**config.mk**
```make
export PLATFORM = sky130hd
export DESIGN_NAME = ramp_step_clk_gen
export DESIGN_NICKNAME = d
export VERILOG_FILES = /design/src/rtl/rsc_pkg.sv /design/src/rtl/rsc_tick_gen.sv /design/src/rtl/rsc_slew.sv /design/src/rtl/rsc_phase_acc.sv /design/src/rtl/ramp_step_clk_gen.sv
export SDC_FILE = /design/constraint.sdc
export NUM_CORES = 1
export LEC_CHECK = 0
export ABC_AREA = 1
export BUFFER_PORTS_ARGS = -buffer_cell sky130_fd_sc_hd__buf_2
export CAP_MARGIN = 25
export CORE_MARGIN = 2
export CORE_UTILIZATION = 24
export DETAILED_ROUTE_END_ITERATION = 8
export SLEW_MARGIN = 20
export SYNTH_ARGS = -nofsm -noshare
export SYNTH_HDL_FRONTEND = slang
export SYNTH_SLANG_ARGS = --single-unit
export TNS_END_PERCENT = 10
```
**constraint.sdc**
```tcl
create_clock -name clk -period 4 [get_ports clk]
set_input_delay 0.8 -clock clk [delete_from_list [all_inputs] [get_ports clk]]
set_output_delay 0.8 -clock clk [all_outputs]
set_load 0.1 [all_outputs]
```
**src/rtl/rsc_pkg.sv**
```systemverilog
// Shared types for the ramped step clock synthesizer.
// Assumes nothing beyond IEEE 1800-2017 packages.
package rsc_pkg;

    // Direction decided for the increment at a ramp tick.
    typedef enum logic [1:0] {
        SLEW_HOLD = 2'd0,
        SLEW_UP   = 2'd1,
        SLEW_DOWN = 2'd2
    } slew_dir_t;

endpackage

```
**src/rtl/rsc_tick_gen.sv**
```systemverilog
// Free-running modulo counter that emits a one-cycle tick on every DIV-th
// clock edge after reset is released.
// Assumes DIV >= 1; DIV == 1 gives a tick in every cycle.
module rsc_tick_gen #(
    parameter int unsigned DIV = 16
) (
    input  logic clk,
    input  logic rst_n,
    output logic tick
);
    localparam int unsigned CW = (DIV > 1) ? $clog2(DIV) : 1;
    localparam logic [CW-1:0] LAST = CW'(DIV - 1);

    logic [CW-1:0] cnt_q;

    // Decode the terminal count; the consumers act on this edge.
    always_comb tick = (cnt_q == LAST);

    // Advance the counter and wrap it at the terminal count.
    always_ff @(posedge clk) begin
        if (!rst_n)    cnt_q <= '0;
        else if (tick) cnt_q <= '0;
        else           cnt_q <= cnt_q + 1'b1;
    end
endmodule

```
**src/rtl/rsc_slew.sv**
```systemverilog
// Holds the phase increment and moves it one unit per ramp tick toward the
// speed command, after clamping the command to MAX_SPEED.
// Assumes MAX_SPEED fits in INC_W bits.
module rsc_slew
    import rsc_pkg::*;
#(
    parameter int unsigned INC_W     = 16,
    parameter int unsigned MAX_SPEED = 2000
) (
    input  logic             clk,
    input  logic             rst_n,
    input  logic             ramp_tick,
    input  logic [INC_W-1:0] speed_cmd,
    output logic [INC_W-1:0] incr_q
);
    localparam logic [INC_W-1:0] CEIL = INC_W'(MAX_SPEED);

    logic [INC_W-1:0] target;
    slew_dir_t        dir;

    // Limit the command to the allowed ceiling.
    always_comb target = (speed_cmd > CEIL) ? CEIL : speed_cmd;

    // Choose the slew direction from the clamped target.
    always_comb begin
        if (incr_q < target)      dir = SLEW_UP;
        else if (incr_q > target) dir = SLEW_DOWN;
        else                      dir = SLEW_HOLD;
    end

    // Step the increment by one unit on each ramp tick.
    always_ff @(posedge clk) begin
        if (!rst_n) begin
            incr_q <= '0;
        end else if (ramp_tick) begin
            unique case (dir)
                SLEW_UP:   incr_q <= incr_q + 1'b1;
                SLEW_DOWN: incr_q <= incr_q - 1'b1;
                default:   incr_q <= incr_q;
            endcase
        end
    end
endmodule

```
**src/rtl/rsc_phase_acc.sv**
```systemverilog
// Wrapping phase accumulator. It adds the increment on each sample tick and
// outputs its top bit as a square wave.
// Assumes INC_W <= ACC_W. The increment input is the value registered
// before the current edge.
module rsc_phase_acc #(
    parameter int unsigned ACC_W = 16,
    parameter int unsigned INC_W = 16
) (
    input  logic             clk,
    input  logic             rst_n,
    input  logic             sample_tick,
    input  logic [INC_W-1:0] incr,
    output logic             msb
);
    logic [ACC_W-1:0] acc_q;

    // Accumulate phase with natural wrap on overflow.
    always_ff @(posedge clk) begin
        if (!rst_n)           acc_q <= '0;
        else if (sample_tick) acc_q <= acc_q + ACC_W'(incr);
    end

    // Bring out the top bit as the square-wave output.
    always_comb msb = acc_q[ACC_W-1];
endmodule

```
**src/rtl/ramp_step_clk_gen.sv**
```systemverilog
// Top of the ramped step clock synthesizer: two tick generators, the
// increment slew and the phase accumulator.
// Assumes a synchronous active-low reset and a speed_cmd that is stable
// in the clock domain.
module ramp_step_clk_gen #(
    parameter int unsigned ACC_W      = 16,
    parameter int unsigned INC_W      = 16,
    parameter int unsigned MAX_SPEED  = 2000,
    parameter int unsigned SAMPLE_DIV = 15259,
    parameter int unsigned RAMP_DIV   = 1000000
) (
    input  logic             clk,
    input  logic             rst_n,
    input  logic [INC_W-1:0] speed_cmd,
    output logic             step_clk,
    output logic [INC_W-1:0] incr_out
);
    logic sample_tick;
    logic ramp_tick;
    logic [INC_W-1:0] incr;

    rsc_tick_gen #(.DIV(SAMPLE_DIV)) u_sample_tick (
        .clk  (clk),
        .rst_n(rst_n),
        .tick (sample_tick)
    );

    rsc_tick_gen #(.DIV(RAMP_DIV)) u_ramp_tick (
        .clk  (clk),
        .rst_n(rst_n),
        .tick (ramp_tick)
    );

    rsc_slew #(.INC_W(INC_W), .MAX_SPEED(MAX_SPEED)) u_slew (
        .clk      (clk),
        .rst_n    (rst_n),
        .ramp_tick(ramp_tick),
        .speed_cmd(speed_cmd),
        .incr_q   (incr)
    );

    rsc_phase_acc #(.ACC_W(ACC_W), .INC_W(INC_W)) u_acc (
        .clk        (clk),
        .rst_n      (rst_n),
        .sample_tick(sample_tick),
        .incr       (incr),
        .msb        (step_clk)
    );

    // Expose the slewed increment.
    always_comb incr_out = incr;
endmodule

```
==> run summary <==
The flow ran to the end, and the final reports show no timing, DRC or antenna violations. The post-synthesis async set-or-reset flop share is 0%. The worst vdd rail ir drop came out at 0.000220 V. The number of placement rows is 51.

Setup repair after global routing could not meet its margin everywhere. For the worst setup path, the data arrival time is 4250 ps. The synthesized flop and latch total came out at 66. By count the netlist is led by sky130_fd_sc_hd__nand2_1, sky130_fd_sc_hd__inv_1, sky130_fd_sc_hd__dfxtp_1. The number of antenna violations at the first check in global routing came out at 0. The number of buffers created by CTS is 9.

The count of distinct cell types in the synthesized netlist is 45. In the finished design, the share of the clock period the worst path needs comes to 99.2%. The share of the synthesized area in the top cell type came out at 27.9%. The first global-routing pass estimated 21.0 mm of wire.

The number of global-route vias before repair came out at 4322. The number of antenna diodes came out at 0. The via density per instance is 4.49. Max-cap violations in this run came to 0.

The aggregate global routing overflow is 0. The sequential area share after synthesis came out at 27.9%. The total via count in the routed design came out at 4659. Across the routed clock network, the largest skew measured is 7.69 ps. Yosys attributes the largest share of cell area to sky130_fd_sc_hd__dfxtp_1, sky130_fd_sc_hd__ha_1, sky130_fd_sc_hd__nand2_1. The average wire length per cell after detail routing came out at 13.0 µm. The number of remaining DRC errors is 0. Global routing used 13.0% of the available tracks. The floorplan step set the die height to 145 µm. The die covers 0.0209 mm². The static power due to leakage came out at 2.74 nW.

The maximum level of the CTS H-tree is 3. The layout has 2074 filler cells. The worst-margin pin slew came out at 760 ps.

In this run, post-CTS hold repair placed 0 buffers. The worst hold slack after final layout came out at 445 ps. The type of the tightest min-delay check is flip-flop to flip-flop. The number of instances in the synthesized netlist came out at 675. The worst-path cell with the longest stage delay is sky130_fd_sc_hd__o41a_1. The number of synthesized flops with an enable pin is 0. The layout overhead on the synthesized area is 34.1%. The tightest slew margin relative to the limit is 49.3%.

The clock transition at the registers of the reported paths is 60 ps. STA classifies the critical path startpoint as an input port. The area of all sequential standard cells came out at 0.00132 mm². The pin count of the biggest net entering global routing came out at 35. The wire-length estimate of the detail-placed layout is 9.40 mm. The most common cell type on the critical path is sky130_fd_sc_hd__nand2_2.

The footprint of the multi-input gates came out at 0.00349 mm². In this run the count of I/O pins placed on the die edge is 35. The flip-flop cell with the highest count after synthesis is sky130_fd_sc_hd__dfxtp_1. For the worst setup path, the data required time is 4280 ps.

The worst setup path is captured at a flip-flop. The net count reported at finish came out at 835. The peak per-stage delay on the critical path is 450 ps. TritonCTS built the clock tree.

The number of detailed-route iterations in the first pass came out at 4. The setup-violating endpoint count in the final report came out at 0. The initial cell density of the core came out at 24.4%.

Summed over all instances, the cell type with the most area after synthesis is sky130_fd_sc_hd__dfxtp_1. The clock network latency to the later pin of the worst-skew pair came out at 350 ps. The final count of hold timing violations is 0. The setup path with the least slack is of type input port to flip-flop. Setup slack on the critical path of the routed design comes to 33.0 ps. The total number of yosys warnings is 0.

The fmax came out at 0.252 GHz. The post-detailed-routing wire length came out at 13.4 mm. The minimum clock period is 3970 ps. The highest net fanout along the worst path came out at 7. The count of buffers inserted at the top-level ports is 34. The max-slew violation count is 0. OpenSTA, run right after detailed placement, puts the worst setup slack at -277 ps. The number of sinks driven by the clock tree came out at 66. Dividing the synthesized area by the synthesized cell count gives 7.02 µm². The power per cell area came out at 246 mW/mm².

The maximum root-to-sink buffer count is 2. The core region area came out at 0.0194 mm². Once detail routing completed, the nets flagged for antenna violations numbered 0. The final RePlAce weighted congestion came out at 0.849. The tree is rooted in a sky130_fd_sc_hd__clkbuf_16. The floorplan die width is 145 µm. The first-iteration detailed-routing DRC count came out at 227.

The most common cell in the synthesized netlist is sky130_fd_sc_hd__nand2_1. Overall power consumption after layout is estimated at 1.56 mW. The mapped netlist covers 0.00474 mm². The post-route netlist has 26.9% of its cells at a drive strength greater than 1.
[cell families after synthesis]
kind of cell / synth area share (%)
flip-flops: 27.9
other: 0.0791
adder cells (fa/ha/maj): 13.5
buffers and inverters: 7.52
XOR/XNOR: 5.36
AND/OR/NAND/NOR: 30.4
AO/OA/AOI/OAI: 15.3
[critical path, delay by kind of cell]
kind	cells	cell delay, ps
compound gates	3	750
fa+ha+maj	2	540
buf+inv	5	500
simple gates	18	1650
[final cells by class]
| type | count | area share, % |
|---|---|---|
| clock buffers | 11 | 3.98 |
| clock inverters | 5 | 0.964 |
| inverters | 80 | 4.92 |
| multi-input cells | 524 | 54.9 |
| flip-flops and latches | 66 | 20.8 |
| well taps | 265 | 5.22 |
| repair buffers | 85 | 9.01 |
| repair inverters | 1 | 0.256 |
[flip-flops by register name (all words and copies together) (netlist names)]
signal / flops
u_slew.incr_q: 16
u_acc.acc_q: 16
u_sample_tick.cnt_q: 14
u_ramp_tick.cnt_q: 20
[metrics by stage]
step / setup TNS, ps / cells / instance area (µm²) / util [%]
floorplan: 0 / 679 / 4780 / -
global placement: -1460 / 1013 / 5560 / 28.7
detailed placement: -2070 / 1013 / 5560 / 28.7
CTS: 0 / 1029 / 5870 / 30.3
global route: -1350 / 1037 / 6360 / 32.8
finish: 0 / 1037 / 6360 / 32.8
[worst paths after layout]
kind                        startpoint              endpoint  slack, ps  depth (start not counted)
hold reg to reg   u_ramp_tick.cnt_q[0]  u_ramp_tick.cnt_q[0]        440                          1
setup / recovery          speed_cmd[3]     u_slew.incr_q[15]         30                         28
setup reg to reg      u_slew.incr_q[5]     u_slew.incr_q[15]        880                         22
hold / removal    u_ramp_tick.cnt_q[0]  u_ramp_tick.cnt_q[0]        440                          1
[metal layers]
layer  track usage, %  up-vias  wire length (µm)
met5                0        -                 0
met3             2.45       19               426
met4             5.52        0               295
li1                 -     2432                 -
met2             20.6       57              6020
met1             17.2     2151              6690
[power by group]
group          switching (mW)  internal, mW
clock                   0.328         0.519
combinational          0.0305        0.0190
sequential            0.00391         0.662
[cells in the final DEF, fill, tap and decap left out, types with 30 or more instances in the layout]
master,synthesis,layout
sky130_fd_sc_hd__buf_2,5,34
sky130_fd_sc_hd__dfxtp_1,66,66
sky130_fd_sc_hd__inv_1,78,72
sky130_fd_sc_hd__ha_1,48,30
sky130_fd_sc_hd__a21oi_1,58,48
sky130_fd_sc_hd__nand3_1,47,44
sky130_fd_sc_hd__buf_4,0,48
sky130_fd_sc_hd__nand2_1,140,117
sky130_fd_sc_hd__o21ai_0,37,33
sky130_fd_sc_hd__nor2_1,64,56
[what timing repair did]
item / in CTS / in global routing
setup buffers: 0 / 7
hold endpoints to repair: 0 / 0
endpoints found under the setup margin: 0 / 12
gates resized for setup: 0 / 88
No activity file was read; power rests on OpenSTA's default activity.
